File: config.mk
export PLATFORM = sky130hd
export DESIGN_NAME = bus_abort_monitor
export DESIGN_NICKNAME = d
export VERILOG_FILES = /design/src/rtl/bam_pkg.sv /design/src/rtl/bam_rule_check.sv /design/src/rtl/bam_watch_timer.sv /design/src/rtl/bam_flag_bank.sv /design/src/rtl/bus_abort_monitor.sv
export SDC_FILE = /design/constraint.sdc
export NUM_CORES = 1
export LEC_CHECK = 0
export ABC_CLOCK_PERIOD_IN_PS = 2700
export BUFFER_PORTS_ARGS = -buffer_cell sky130_fd_sc_hd__buf_2
export CAP_MARGIN = 15
export CORE_MARGIN = 2
export CORE_UTILIZATION = 27
export DETAILED_ROUTE_END_ITERATION = 8
export MAX_ROUTING_LAYER = met4
export PLACE_DENSITY = 0.51
export SETUP_SLACK_MARGIN = 0.02
export SLEW_MARGIN = 25
export SYNTH_ARGS = -nofsm -noshare
export SYNTH_HDL_FRONTEND = slang
export SYNTH_HIERARCHICAL = 1
export SYNTH_SLANG_ARGS = --single-unit
File: constraint.sdc
create_clock -name clk -period 2.7 [get_ports clk]
set_input_delay 0.27 -clock clk [delete_from_list [all_inputs] [get_ports clk]]
set_output_delay 0.27 -clock clk [all_outputs]
set_load 0.1 [all_outputs]
File: src/rtl/bam_pkg.sv
package bam_pkg;
  localparam int NFLAG   = 4;
  localparam int FLG_TMO = 0;
  localparam int FLG_WID = 1;
  localparam int FLG_CSC = 2;
  localparam int FLG_DIR = 3;

  localparam logic [1:0] ACC_RW = 2'd0;
  localparam logic [1:0] ACC_RO = 2'd1;
  localparam logic [1:0] ACC_WO = 2'd2;
endpackage

File: src/rtl/bam_rule_check.sv
module bam_rule_check
  import bam_pkg::*;
#(
  parameter int RGN_W = 3,
  parameter int NCS   = 4,
  parameter logic [(1<<RGN_W)-1:0]   RGN_WIDE = '0,
  parameter logic [2*(1<<RGN_W)-1:0] RGN_ACC  = '0
) (
  input  logic             wr,
  input  logic             wide,
  input  logic [RGN_W-1:0] rgn,
  input  logic [NCS-1:0]   cs,
  output logic             bad_width,
  output logic             bad_dir,
  output logic             cs_collide
);
  logic [1:0] acc;

  always_comb begin
    acc        = RGN_ACC[2*rgn +: 2];
    bad_width  = (wide != RGN_WIDE[rgn]);
    bad_dir    = ((acc == ACC_RO) && wr) || ((acc == ACC_WO) && !wr);
    cs_collide = ($countones(cs) > 1);
  end
endmodule

File: src/rtl/bam_watch_timer.sv
module bam_watch_timer #(
  parameter int TIMEOUT = 64
) (
  input  logic clk,
  input  logic rst,
  input  logic start,
  input  logic ack,
  input  logic kill,
  output logic busy,
  output logic expire
);
  localparam int CW = (TIMEOUT > 2) ? $clog2(TIMEOUT) : 1;
  localparam logic [CW-1:0] LAST = CW'(TIMEOUT - 1);

  logic [CW-1:0] cnt;

  assign expire = busy && !ack && !kill && (cnt == LAST);

  always_ff @(posedge clk) begin
    if (rst) begin
      busy <= 1'b0;
      cnt  <= '0;
    end else if (start) begin
      busy <= 1'b1;
      cnt  <= '0;
    end else if (busy) begin
      if (ack || kill || expire) begin
        busy <= 1'b0;
        cnt  <= '0;
      end else begin
        cnt <= cnt + 1'b1;
      end
    end
  end

  AST_OPEN_UNTIL_END: assert property (@(posedge clk) disable iff (rst)
    (busy && !ack && !kill && !expire && !start) |=> busy);
  AST_EXPIRE_CLOSES: assert property (@(posedge clk) disable iff (rst)
    expire |=> !busy);
endmodule

File: src/rtl/bam_flag_bank.sv
module bam_flag_bank
  import bam_pkg::*;
(
  input  logic             clk,
  input  logic             rst,
  input  logic [NFLAG-1:0] set,
  input  logic             clr_we,
  input  logic [NFLAG-1:0] clr_mask,
  output logic [NFLAG-1:0] flags
);
  logic [NFLAG-1:0] clr_eff;

  assign clr_eff = clr_we ? clr_mask : '0;

  always_ff @(posedge clk) begin
    if (rst) flags <= '0;
    else     flags <= (flags & ~clr_eff) | set;
  end

  for (genvar i = 0; i < NFLAG; i++) begin : g_chk
    AST_FLAG_STICKY: assert property (@(posedge clk) disable iff (rst)
      (flags[i] && !clr_eff[i]) |=> flags[i]);
    AST_SET_WINS: assert property (@(posedge clk) disable iff (rst)
      set[i] |=> flags[i]);
  end
endmodule

File: src/rtl/bus_abort_monitor.sv
module bus_abort_monitor
  import bam_pkg::*;
#(
  parameter int TIMEOUT = 64,
  parameter int RGN_W   = 3,
  parameter int NCS     = 4,
  parameter logic [(1<<RGN_W)-1:0]   RGN_WIDE = 8'b0000_1111,
  parameter logic [2*(1<<RGN_W)-1:0] RGN_ACC  = 16'h9900
) (
  input  logic             clk,
  input  logic             rst,
  input  logic             hst_req,
  input  logic             hst_wr,
  input  logic             hst_wide,
  input  logic [RGN_W-1:0] hst_rgn,
  input  logic [NCS-1:0]   hst_cs,
  input  logic             per_ack,
  input  logic             clr_we,
  input  logic [NFLAG-1:0] clr_mask,
  output logic             busy,
  output logic             rsp_done,
  output logic             rsp_abort,
  output logic [NFLAG-1:0] dbg_flags
);
  logic bad_width, bad_dir, cs_collide;
  logic accept, refuse, start, expire, ack_ok;
  logic [NFLAG-1:0] set_vec;

  bam_rule_check #(
    .RGN_W(RGN_W), .NCS(NCS), .RGN_WIDE(RGN_WIDE), .RGN_ACC(RGN_ACC)
  ) u_chk (
    .wr(hst_wr), .wide(hst_wide), .rgn(hst_rgn), .cs(hst_cs),
    .bad_width(bad_width), .bad_dir(bad_dir), .cs_collide(cs_collide)
  );

  assign accept = hst_req && !busy && !cs_collide;
  assign refuse = accept && (bad_width || bad_dir);
  assign start  = accept && !bad_width && !bad_dir;
  assign ack_ok = busy && per_ack && !cs_collide;

  bam_watch_timer #(.TIMEOUT(TIMEOUT)) u_tmr (
    .clk(clk), .rst(rst), .start(start), .ack(per_ack), .kill(cs_collide),
    .busy(busy), .expire(expire)
  );

  always_comb begin
    set_vec          = '0;
    set_vec[FLG_TMO] = expire;
    set_vec[FLG_WID] = accept && bad_width;
    set_vec[FLG_CSC] = cs_collide;
    set_vec[FLG_DIR] = accept && bad_dir;
  end

  bam_flag_bank u_flg (
    .clk(clk), .rst(rst), .set(set_vec), .clr_we(clr_we),
    .clr_mask(clr_mask), .flags(dbg_flags)
  );

  always_ff @(posedge clk) begin
    if (rst) begin
      rsp_done  <= 1'b0;
      rsp_abort <= 1'b0;
    end else begin
      rsp_done  <= cs_collide || refuse || expire || ack_ok;
      rsp_abort <= cs_collide || refuse || expire;
    end
  end

  AST_ABORT_HAS_DONE: assert property (@(posedge clk) disable iff (rst)
    rsp_abort |-> rsp_done);
  AST_DONE_LEAVES_IDLE: assert property (@(posedge clk) disable iff (rst)
    rsp_done |-> !busy);
  AST_COLLIDE_ABORTS: assert property (@(posedge clk) disable iff (rst)
    cs_collide |=> (rsp_abort && dbg_flags[FLG_CSC]));
  AST_TMO_FLAGS: assert property (@(posedge clk) disable iff (rst)
    expire |=> (rsp_abort && dbg_flags[FLG_TMO]));
  AST_IDLE_ACK_SILENT: assert property (@(posedge clk) disable iff (rst)
    (!busy && per_ack && !hst_req && !cs_collide) |=> !rsp_done);
  AST_BUSY_REQ_NOFLAG: assert property (@(posedge clk) disable iff (rst)
    (busy && hst_req && !dbg_flags[FLG_WID] && !(clr_we && clr_mask[FLG_WID]))
      |=> !dbg_flags[FLG_WID]);
endmodule

## Word-level counts from Yosys, hierarchy flattened

Memory sizes are Yosys's and may differ from the RTL's.
Cells that the tools add are included.

- $add $sub $neg: 4
- Order comparisons: 2
- Equal/unequal tests: 4
- Shift-type cells: 1
- Multiplexer cells: 6
- Bitwise logic cells: 3
- Reductions and logical operators: 28

Operators by type and width:

| operator | count |
|---|---|
| adder 32 bit | 1 |
| greater-than comparator 32 x 2 -> 1 bit, second input constant | 1 |
| variable part select 16 x 5 -> 2 bit, first input constant | 1 |
| logical AND 1 bit | 14 |
| logical OR 1 bit | 7 |
| adder 6 x 1 -> 6 bit, second input constant | 1 |
| equality test 6 bit, second input constant | 1 |
| zero test 1 bit | 6 |
| 2-to-1 mux 6 bit | 1 |
| adder 1 x 1 -> 2 bit | 2 |
| AND 4 bit | 1 |
| < comparator 3 x 4 -> 1 bit, second input constant | 1 |
| 2-to-1 mux 1 bit | 4 |
| 2-to-1 mux 4 bit | 1 |
| inverter 4 bit | 1 |
| bitwise OR 4 bit | 1 |
| equality test 2 x 1 -> 1 bit, second input constant | 1 |
| equality test 2 bit, second input constant | 1 |
| OR reduction 2 bit | 1 |
| != test 1 bit | 1 |

- Register bits after elaboration: 13
- Bits in read-only memories: 8
- Output and inout port bits: 7
- Word-level logic and storage cells: 54
- Memories kept: 1

Memories:

| memory | depth | width | rd ports | clocked after Yosys merged registers in | write ports | line | source |
|---|---|---|---|---|---|---|---|
| (no name shown) | 8 | 1 | 1 | 0 | 0 | bam_rule_check.sv:21 | `bad_width = (wide != RGN_WIDE[rgn]);` |

## Longest topological paths before layout

Gate-level depths: netlist (run 1).

- Word-level depth: 10
- Gate-level depth with buffers: 8
- Depth with buffers taken out: 7

## By module

The synthesis (run 1) kept the hierarchy.

By module, submodules not included:

| module | instances | cells an instance | area an instance (um2) | seq. area each (um2) |
|---|---|---|---|---|
| bam_watch_timer | 1 | 39 | 329.1 | 140.1 |
| bam_flag_bank | 1 | 16 | 145.1 | 80.1 |
| bus_abort_monitor | 1 | 12 | 106.4 | 40.0 |
| bam_rule_check | 1 | 6 | 57.6 | 0.0 |

## Worst setup path after synthesis (run 1)

OpenSTA, ideal clock, no wires.

- Path type: in2reg
- From: in hst_cs[0]
- To: reg u_tmr.cnt[5]
- Arrival time: 2.224 ns
- Required time: 2.626 ns
- Path slack: 0.402 ns
- Cell stages on the path: 6
- Buffers on the path: 0
- Cell sequence: ha_1 > ha_1 > a211o_1 > or3b_1 > or4_1 > a31oi_1

- Cells in the longest elaborated chain, start to end: 8
- Elaborated cells between the ends (all ways): 13
- Classes of those cells: 2 x add/sub; 1 x order compare; 1 x mux; 9 x reduce/logical

RTL lines:

| element | line | source |
|---|---|---|
| start, declared | bus_abort_monitor.sv:16 | `input logic [NCS-1:0] hst_cs,` |
| adder 1 x 1 -> 2 bit (implied by the code) (*) | bam_rule_check.sv:23 | `cs_collide = ($countones(cs) > 1);` |
| adder 32 bit (implied by the code) (*) | bam_rule_check.sv:23 |  |
| greater-than comparator 32 x 2 -> 1 bit (*) | bam_rule_check.sv:23 |  |
| via cs_collide | bus_abort_monitor.sv:25 | `logic bad_width, bad_dir, cs_collide;` |
| zero test 1 bit | bam_watch_timer.sv:17, bus_abort_monitor.sv:36 |  |
| logical AND 1 bit (on tied branches) | bam_watch_timer.sv:17, bus_abort_monitor.sv:36 |  |
| logical AND 1 bit (on tied branches) | bam_watch_timer.sv:17, bus_abort_monitor.sv:38 |  |
| logical OR 1 bit / logical AND 1 bit (equally long branches) | bam_watch_timer.sv:27, bus_abort_monitor.sv:38 |  |
| 2-to-1 mux 6 bit / OR reduction 2 bit (equally long branches) | -- |  |
| end signal, assigned | bam_watch_timer.sv:31 | `cnt <= cnt + 1'b1;` |
| end, declared | bam_watch_timer.sv:15 | `logic [CW-1:0] cnt;` |

Mark *: on every way through the listed nets, which the timed path passes. The rest lies on a longest branch.
A chain may end at the register's enable or synchronous reset.

## Worst setup path after layout (run 1)

Same ends and word-level chain as after synthesis.

==> results.yml, run 1 <==
yosys:
  synthFlopType: "dfxtp_1"
  ys_ff_latch: 13
  syn_inst: 73
  syn_avg_cell_area_sq_um: 8.741
  async_reset_ff_frac: 0
  synth_area_leader_cell: "dfxtp_1"
  synth_edf_count: 0
  syn-num-nets: 94
  yosysTopAreaCellShare: 0.4078
  ys_warn_count: 6
  synth_cell_types: 28
  synth_area_sq_um: 638.1
  seq_area_frac_synth: 0.4078
  yosys-top-cells-area: "dfxtp_1 41%, ha_1 5.9%, nor2_1 5.9%"
finish:
  finalNonFillerCells: 128
  syn_to_final_growth_pct: 28.24
  design_area_sq_um: 818.3
  final_cell_mix: "23 x buf_2, 13 x dfxtp_1, 10 x nor2_1"
  layout_commonest_cell: "buf_2"
  regArea_sq_um: 260.3
  nNetsFinal: 122
  drive_gt1_frac: 0.3100
  n_antenna_cell: 0
  fill_cells: 241
  multi_input_area_sq_um: 351.6
worst_setup_path:
  path_cells: "buf_2 > ha_1 > ha_1 > a211o_1 > or3b_1 > a31oi_1 > o211ai_1 > a31oi_1"
  start_kind: "input pin"
  slowest_delay_ns: 0.45
  slowest_stage: "or3b_1"
  crit_fanout: 5
  critical_path_class: "input pin to flip-flop"
  arrival_ns: 2.37
  cp.required_ns: 2.91
  rrSetupSlack_ns: 0.98
  endpoint_kind: "flip-flop"
flow_run:
  maxCapViolations: 0
run_status:
  status: "finished clean"
clock_network:
  cts_setup_buffers: 0
  cts_resized: 0
  cts_buffers: 3
  clock_path_buffers: 2
  clk_latency_ns: 0.27
  h-tree-depth: 1
  cts_tree: "yes"
  clk_root_buffer_cell: "clkbuf_4"
  clkTransAtPathRegs_ns: 0.08
  clock_sinks: 13
  cts_hold_repair.buffers: 0
global_route:
  grt_pass1_wl_microns: 2415
  first_global_vias: 568
  antenna_found_initial: 0
  overflow: 0
  grt_max_degree: 9
  gr-usage-all-layers: 0.1248
route:
  drc: 0
  vias: 632
  avgRoutedWirePerCell_microns: 11.28
  vias_per_cell: 4.938
  finalWirelength_microns: 1444
  ant_nets: 0
  met2_wirelength_microns: 703
  drtPass1Iterations: 3
  drt_iter0_markers: 6
  met3_length_microns: 75
  wl_met1_microns: 654
  highest_layer: "met4"
power_and_ir_drop:
  leakage_nw: 0.3455
  power.density_nw_per_um2: 529.0
  ir_drop_mv: 0.1869
  power.total_uw: 432.9
timing:
  timing.setup.tns_ns: 0
  hold_viol_final: 0
  fin_crit_ns: 2.164
  relSlewSlack: 0.6733
  drv_slew: 0
  fin_skew_ns: 0.003387
  fin_crit_sh: 0.8014
  worst_slew_pin_slew_ns: 0.4878
  hold_ws_ns: 0.1839
  setup_viol: 0
  rsz0062_at_grt: "no"
  clock.fmax_mhz: 462.2
worst_hold_path:
  hp-class: "input pin to flip-flop"
floorplan:
  dieArea_sq_um: 2768
  boundaryPins: 25
  initial_core_util: 0.2857
  rows: 17
  core_area_sq_um: 2233
  die_h_microns: 52.62
  die_w_microns: 52.62
place:
  dpl.hpwl_microns: 1139
  routabilityCongestion: 0.7888
  placed_cells: 124
  portBuffers: 23
  place_area_sq_um: 792.0
==> power breakdown <==
group	switching (mW)	total (mW)	internal, mW
Combinational	0.0788	0.109	0.0304
Sequential	0.00328	0.202	0.199
Clock	0.0647	0.122	0.0572
==> cells in the mapped netlist, types with 2 or more instances <==
| master | n |
|---|---|
| inv_1 | 6 |
| a21oi_1 | 5 |
| nor3_1 | 4 |
| a311oi_1 | 4 |
| ha_1 | 3 |
| dfxtp_1 | 13 |
| nand2_1 | 3 |
| and2_1 | 2 |
| a31oi_1 | 2 |
| nand3_1 | 3 |
| nor3b_1 | 2 |
| nor2_1 | 10 |
==> final timing paths <==
kind	start	to	cells past startpoint
max	hst_cs[0]	u_tmr/cnt[5]$_SDFFE_PP0P_	8
max reg2reg	u_tmr/busy$_SDFF_PP0_	u_tmr/cnt[5]$_SDFFE_PP0P_	4
min	clr_mask[3]	u_flg/flags[3]$_SDFF_PP0_	2
min reg2reg	u_flg/flags[2]$_SDFF_PP0_	u_flg/flags[2]$_SDFF_PP0_	2
==> logic make-up (layout without fill, tap and decap cells) <==
family | after synthesis | after routing | synth area share
mux | 1 | 1 | 0.01569
xor+xnor | 2 | 2 | 0.02746
flops | 13 | 13 | 0.4078
fa+ha+maj | 3 | 3 | 0.05883
buf+inv | 7 | 34 | 0.04117
simple gates | 30 | 30 | 0.2412
compound gates | 17 | 17 | 0.2078
==> layout make-up <==
class                           count  share of cell area
Clock buffer                        4             0.03211
Inverter                            6             0.02752
Multi-Input combinational cell     53              0.4297
Timing Repair Buffer               24              0.1498
Sequential cell                    13              0.3180
Tap cell                           28             0.04281
==> registers in the layout (all words and copies together) (netlist names) <==
register / count
u_flg/flags: 4
rsp_done: 1
u_tmr/cnt: 6
u_tmr/busy: 1
rsp_abort: 1
==> stage by stage <==
stage,utilization,worst slack (ns)
after floorplan,-,0.4017
after global placement,0.3546,0.2999
after detailed placement,0.3546,0.2562
after CTS,0.3664,0.5388
after global routing,0.3664,0.4310
final,0.3664,0.5362
==> worst max-delay path, delay by kind of cell <==
| kind | cells | cell delay (ns) |
|---|---|---|
| buf+inv | 1 | 0.10 |
| simple gates | 1 | 0.45 |
| fa+ha+maj | 2 | 0.55 |
| compound gates | 4 | 0.99 |
==> routing by layer <==
metal	track usage	vias up
met1	0.1436	292
li1	-	321
met2	0.1979	17
met4	0.06410	0
met3	0.03429	2
met5	-	-
Power figures use the tool's default switching activity.
==> run 2, diff against run 1 <==
--- a/config.mk
+++ b/config.mk
@@ -5,7 +5,8 @@
 export SDC_FILE = /design/constraint.sdc
 export NUM_CORES = 1
 export LEC_CHECK = 0
-export ABC_CLOCK_PERIOD_IN_PS = 2700
+export ABC_AREA = 1
+export ABC_CLOCK_PERIOD_IN_PS = 2200
 export BUFFER_PORTS_ARGS = -buffer_cell sky130_fd_sc_hd__buf_2
 export CAP_MARGIN = 15
 export CORE_MARGIN = 2
==> constraint.sdc (replaced) <==
create_clock -name clk -period 2.2 [get_ports clk]
set_input_delay 0.22 -clock clk [delete_from_list [all_inputs] [get_ports clk]]
set_output_delay 0.22 -clock clk [all_outputs]
set_load 0.1 [all_outputs]
==> run 2 against run 1 <==
Net effect:
- cell area increased by 7.8%
- critical endpoint is now u_tmr/cnt[3]$_SDFFE_PP0P_
- wire length decreased by 4.9%
- combinational power increased by 24%
- highest routed layer is now met3
- synthesized cell count increased by 38%
- worst hold slack got worse by 0.0054 ns
- clock power increased by 24%
- critical path depth increased by 3
==> results.yml, run 2 <==
timing:
  rsz0062_at_grt: "no"
  fin_skew_ns: 0.001416
  fin_crit_sh: 0.7414
  hold_viol_final: 0
  setup_viol: 0
  worst_slew_pin_slew_ns: 0.4867
  relSlewSlack: 0.6778
  timing.setup.tns_ns: 0
  drv_slew: 0
  fin_crit_ns: 1.631
  clock.fmax_mhz: 613.1
  worst_slack_ns: 0.5690
worst_setup_path:
  r2r_start: "u_tmr/cnt[0]$_SDFFE_PP0P_"
  crit_cells: 11
  crit_fanout: 4
  startpoint: "hst_cs[0]"
  slowest_stage: "ha_1"
  cp.required_ns: 2.41
  rrSetupSlack_ns: 0.84
  critical_path_class: "input pin to flip-flop"
  path_cells: "buf_2 > ha_1 > ha_1 > nand2_1 > nand2_1 > nor2_2 > nand2_1 > nor2_1 > nor2_1 > inv_1 > a21oi_1"
  r2r_end: "rsp_done$_SDFF_PP0_"
  arrival_ns: 1.84
  ff2ff_path_depth: 9
  slowest_delay_ns: 0.28
  start_kind: "input pin"
  cp_common_cell: "nand2_1"
  endpoint_kind: "flip-flop"
  crit_family: "simple AND/OR/NAND/NOR gates"
  cp_num_buf_inv: 2
global_route:
  overflow: 0
  gr-usage-all-layers: 0.1119
  grt_max_degree: 8
  first_global_vias: 587
  antenna_found_initial: 0
  grt_pass1_wl_microns: 2311
finish:
  layout_commonest_cell: "nand2_1"
  largest_reg_flops: 6
  n_antenna_cell: 0
  final_cell_mix: "28 x nand2_1, 23 x buf_2, 15 x inv_1, 15 x nor2_1, 13 x dfxtp_1"
  final_core_util: 0.3561
  finalNonFillerCells: 158
  regMostFlops: "u_tmr/cnt"
  syn_to_final_growth_pct: 25.44
  reg_top3: "u_tmr/cnt (6), u_flg/flags (4)"
  nNetsFinal: 150
  drive_gt1_frac: 0.2891
place:
  placed_cells: 154
  routabilityCongestion: 0.7269
  post-place-ws_ns: 0.2605
  portBuffers: 23
  dpl.hpwl_microns: 1090
power_and_ir_drop:
  p_int_uw: 346.4
  clkPwrFrac: 0.284
  pwr-share-seq: 0.463
  power.density_nw_per_um2: 604.8
  power.total_uw: 533.5
  leakage_nw: 0.4124
  swShare: 0.3507
  ir_drop_mv: 0.3086
  power.switching_uw: 187.1
  combPwrFrac: 0.253
yosys:
  yosysTopAreaCellShare: 0.3701
  synth_area_sq_um: 703.2
  ys_warn_count: 6
  synth_area_leader_cell: "dfxtp_1"
  synthFlopType: "dfxtp_1"
  yosys-top-cells-area: "dfxtp_1 37%, nand2_1 15%, inv_1 8.0%"
  syn-num-nets: 122
  synth.most_common_cell: "nand2_1"
  seq_area_frac_synth: 0.3701
  synth_cell_types: 16
  ys_ff_latch: 13
  synth_edf_count: 0
  async_reset_ff_frac: 0
  syn_avg_cell_area_sq_um: 6.962
  synth_commonest_cells: "28 x nand2_1, 15 x inv_1, 15 x nor2_1"
  syn_inst: 101
clock_network:
  cts_setup_buffers: 0
  h-tree-depth: 1
  cts_hold_repair.buffers: 0
  cts_resized: 0
  clkTransAtPathRegs_ns: 0.08
  clock_path_buffers: 2
  clock_sinks: 13
  cts_tree: "yes"
  clk_root_buffer_cell: "clkbuf_4"
  cts_buffers: 3
  clk_latency_ns: 0.28
worst_hold_path:
  holdPathEnd: "rsp_done$_SDFF_PP0_"
  hold_start: "per_ack"
  hp-class: "input pin to flip-flop"
  holdPathStages: 3
floorplan:
  initial_core_util: 0.2838
  rows: 18
  dieArea_sq_um: 3028
  die_h_microns: 55.03
  core_area_sq_um: 2477
  boundaryPins: 25
  die_w_microns: 55.03
route:
  drtPass1Iterations: 2
  vias: 668
  vias_per_cell: 4.228
  finalWirelength_microns: 1373
  drc: 0
  drt_iter0_markers: 6
  avgRoutedWirePerCell_microns: 8.690
  ant_nets: 0
run_status:
  status: "finished clean"
flow_run:
  maxCapViolations: 0
run 2: stage by stage:
stage / hold slack, ns / cell area, sq um
floorplan: 0.2891 / 703.2
global placement: 0.4440 / 855.8
detailed placement: 0.4503 / 855.8
CTS: 0.1675 / 882.1
global route: 0.2009 / 882.1
finish: 0.1785 / 882.1
run 2: worst max path at each step:
stage                                      endpoint  slack [ns]
after global placement    u_tmr/cnt[3]$_SDFFE_PP0P_        0.29
after CTS                 u_tmr/cnt[3]$_SDFFE_PP0P_        0.58
after global routing      u_tmr/cnt[0]$_SDFFE_PP0P_        0.45
after floorplan                 rsp_done$_SDFF_PP0_        0.44
after detailed placement  u_tmr/cnt[3]$_SDFFE_PP0P_        0.26
final                     u_tmr/cnt[3]$_SDFFE_PP0P_        0.57
run 2: cell type report:
| class | instances | area (sq um) |
|---|---|---|
| fillers | 282 | 1595 |
| multi-input cells | 72 | 382.9 |
| flip-flops and latches | 13 | 260.3 |
| repair buffers | 23 | 115.1 |
| inverters | 16 | 60.06 |
| well taps | 30 | 37.54 |
| clock buffers | 4 | 26.28 |
run 2: power by group through the flow:
stage               clock network, mW  registers (mW)  logic [mW]
floorplan                           0           0.317      0.0392
global placement                    0           0.253       0.134
detailed placement                  0           0.253       0.136
CTS                             0.163           0.248       0.137
global route                    0.168           0.249       0.148
finish                          0.151           0.247       0.135
run 2: routing by layer:
metal	global-route usage	share of wire
met3	0.04839	0.066
met4	0.03659	0
met2	0.1865	0.48
met1	0.1195	0.45
met5	-	0
run 2: logic make-up after synthesis:
| group | synth area share |
|---|---|
| AND/OR/NAND/NOR | 0.3523 |
| buffers and inverters | 0.08540 |
| AO/OA/AOI/OAI | 0.1139 |
| flip-flops | 0.3701 |
| adder cells (fa/ha/maj) | 0.05339 |
| XOR/XNOR | 0.02492 |
run 2: tightest hold or removal path, delay by kind of cell:
family | cells | cell delay, ns
buf+inv | 1 | 0.09
simple gates | 2 | 0.13
==> run 3, diff against run 2 <==
--- a/config.mk
+++ b/config.mk
@@ -6,14 +6,14 @@
 export NUM_CORES = 1
 export LEC_CHECK = 0
 export ABC_AREA = 1
-export ABC_CLOCK_PERIOD_IN_PS = 2200
+export ABC_CLOCK_PERIOD_IN_PS = 1450
 export BUFFER_PORTS_ARGS = -buffer_cell sky130_fd_sc_hd__buf_2
 export CAP_MARGIN = 15
 export CORE_MARGIN = 2
 export CORE_UTILIZATION = 27
 export DETAILED_ROUTE_END_ITERATION = 8
 export MAX_ROUTING_LAYER = met4
-export PLACE_DENSITY = 0.51
+export PLACE_DENSITY = 0.52
 export SETUP_SLACK_MARGIN = 0.02
 export SLEW_MARGIN = 25
 export SYNTH_ARGS = -nofsm -noshare
==> constraint.sdc (replaced) <==
create_clock -name clk -period 1.45 [get_ports clk]
set_input_delay 0.145 -clock clk [delete_from_list [all_inputs] [get_ports clk]]
set_output_delay 0.145 -clock clk [all_outputs]
set_load 0.1 [all_outputs]
==> run 3 against run 2 <==
Net effect:
- worst hold slack worse by 0.074 ns
- register-to-register slack worse by 0.64 ns
- power is 56% higher
- via count is 4.3% higher
- clock skew is 0.0057 ns higher
- first-iteration DRC count grew to 2.5 times the previous value
- setup slack worse by 0.42 ns
- clock power is 56% higher
- sequential power is 52% higher
- largest power group unchanged
==> results.yml, run 3 (synthesis gave the netlist of run 2 again) <==
clock_network:
  cts_tree: "yes"
  cts_hold_repair.buffers: 0
  clk_root_buffer_cell: "clkbuf_4"
  clock_path_buffers: 2
  clock_sinks: 13
  cts_buffers: 3
  clkTransAtPathRegs_ns: 0.09
  clk_latency_ns: 0.28
  h-tree-depth: 1
worst_setup_path:
  cp_common_cell: "nor2_2"
  rrSetupSlack_ns: 0.20
  path_cells: "buf_2 > ha_4 > ha_1 > nand2_1 > nand2_2 > nor2_2 > nand2_1 > nor2_2 > nor2_2 > inv_1 > a21oi_1"
  endpoint_kind: "flip-flop"
  r2r_start: "u_tmr/cnt[0]$_SDFFE_PP0P_"
  arrival_ns: 1.47
  r2r_end: "u_tmr/cnt[3]$_SDFFE_PP0P_"
  ff2ff_path_depth: 7
  crit_fanout: 4
  start_kind: "input pin"
  slowest_stage: "ha_1"
  crit_family: "simple AND/OR/NAND/NOR gates"
  critical_path_class: "input pin to flip-flop"
  slowest_delay_ns: 0.28
  cp.required_ns: 1.62
  cp_num_buf_inv: 2
global_route:
  overflow: 0
  grt_pass1_wl_microns: 2808
  first_global_vias: 681
  gr-usage-all-layers: 0.1349
  grt_max_degree: 8
  antenna_found_initial: 0
worst_hold_path:
  holdPathStages: 3
  hold_start: "per_ack"
  holdPathEnd: "rsp_done$_SDFF_PP0_"
  hp-class: "input pin to flip-flop"
timing:
  worst_slack_ns: 0.1515
  rsz0062_at_grt: "no"
  relSlewSlack: 0.6749
  fin_skew_ns: 0.007095
  fin_crit_ns: 1.298
  drv_slew: 0
  hold_viol_final: 0
  worst_slew_pin_slew_ns: 0.4911
  fin_crit_sh: 0.8955
  clock.fmax_mhz: 770.1
  setup_viol: 0
place:
  routabilityCongestion: 0.8130
  placed_cells: 157
  dpl.hpwl_microns: 1216
  post-place-ws_ns: -0.1970
  portBuffers: 23
route:
  drtPass1Iterations: 4
  drc: 0
  vias_per_cell: 4.329
  drt_iter0_markers: 15
  finalWirelength_microns: 1504
  ant_nets: 0
  avgRoutedWirePerCell_microns: 9.342
  vias: 697
floorplan:
  die_w_microns: 55.03
  core_area_sq_um: 2477
  rows: 18
  initial_core_util: 0.2838
  boundaryPins: 25
  die_h_microns: 55.03
  dieArea_sq_um: 3028
power_and_ir_drop:
  combPwrFrac: 0.266
  pwr-share-seq: 0.452
  clkPwrFrac: 0.282
  power.switching_uw: 295.1
  swShare: 0.3550
  p_int_uw: 536.2
  power.density_nw_per_um2: 893.0
  ir_drop_mv: 0.3307
  power.total_uw: 831.3
  leakage_nw: 0.4264
finish:
  fill_cells: 281
  largest_reg_flops: 6
  syn_to_final_growth_pct: 32.38
  regArea_sq_um: 264.0
  drive_gt1_frac: 0.3664
  layout_commonest_cell: "nand2_1"
  n_antenna_cell: 0
  regMostFlops: "u_tmr/cnt"
  nNetsFinal: 153
  reg_top3: "u_tmr/cnt (6), u_flg/flags (4)"
  final_core_util: 0.3758
  finalNonFillerCells: 161
  multi_input_area_sq_um: 405.4
  final_cell_mix: "27 x nand2_1, 23 x buf_2, 15 x inv_1"
flow_run:
  maxCapViolations: 0
run_status:
  status: "finished clean"
-- run 3: cell type report --
cell class / instances / share of cell area
Multi-Input combinational cell: 72 / 0.4355
Sequential cell: 13 / 0.2836
Timing Repair Buffer: 26 / 0.1478
Inverter: 16 / 0.06452
Tap cell: 30 / 0.04032
Clock buffer: 4 / 0.02823
-- run 3: how the worst max path moves through the flow --
stage                    from                        end  slack, ns  depth (start not counted)
detailed placement  hst_cs[0]  u_tmr/cnt[3]$_SDFFE_PP0P_      -0.20                         11
finish              hst_cs[0]  u_tmr/cnt[3]$_SDFFE_PP0P_       0.15                         11
global placement    hst_cs[0]  u_tmr/cnt[2]$_SDFFE_PP0P_      -0.14                         11
global route        hst_cs[0]  u_tmr/cnt[3]$_SDFFE_PP0P_       0.02                         11
floorplan           hst_cs[0]  u_tmr/cnt[1]$_SDFFE_PP0P_       0.05                         10
CTS                 hst_cs[0]  u_tmr/cnt[3]$_SDFFE_PP0P_        0.1                         11
-- run 3: per-layer routing --
| layer | wire length [microns] | GRT usage | part of all wire | up-vias |
|---|---|---|---|---|
| li1 | - | - | - | 371 |
| met3 | 59 | 0.02688 | 0.039 | 4 |
| met1 | 707 | 0.1517 | 0.47 | 311 |
| met5 | 0 | - | 0 | - |
| met4 | 42 | 0.09756 | 0.028 | 0 |
| met2 | 695 | 0.2123 | 0.46 | 11 |
-- run 3: per-stage QoR --
step                      instance area, sq um  setup TNS, ns  hold slack [ns]
after floorplan                          719.4              0           0.2100
after global placement                   894.6         -1.305           0.4028
after detailed placement                 894.6         -1.692           0.4017
after CTS                                920.9              0           0.1009
after global routing                     930.9              0           0.1197
final                                    930.9              0           0.1045
-- run 3: what timing repair did --
action	in CTS	in global routing
endpoints found under the setup margin	0	8
resized for setup	0	5
buffers inserted	0	0
-- run 3: worst reg2reg max path, stage by stage (launching register included) --
cell,delay (ns)
dfxtp_2,0.34
ha_2,0.20
nand3_2,0.10
nor2_2,0.04
buf_4,0.13
nor2_4,0.16
nand2_1,0.07
a21oi_1,0.13
-- run 3: power by group through the flow --
stage | clock [mW] | combinational [mW] | sequential [mW]
final | 0.235 | 0.221 | 0.375
after global routing | 0.256 | 0.243 | 0.377
after CTS | 0.240 | 0.221 | 0.375
after detailed placement | 0 | 0.220 | 0.384
after global placement | 0 | 0.217 | 0.384
after floorplan | 0 | 0.0622 | 0.481
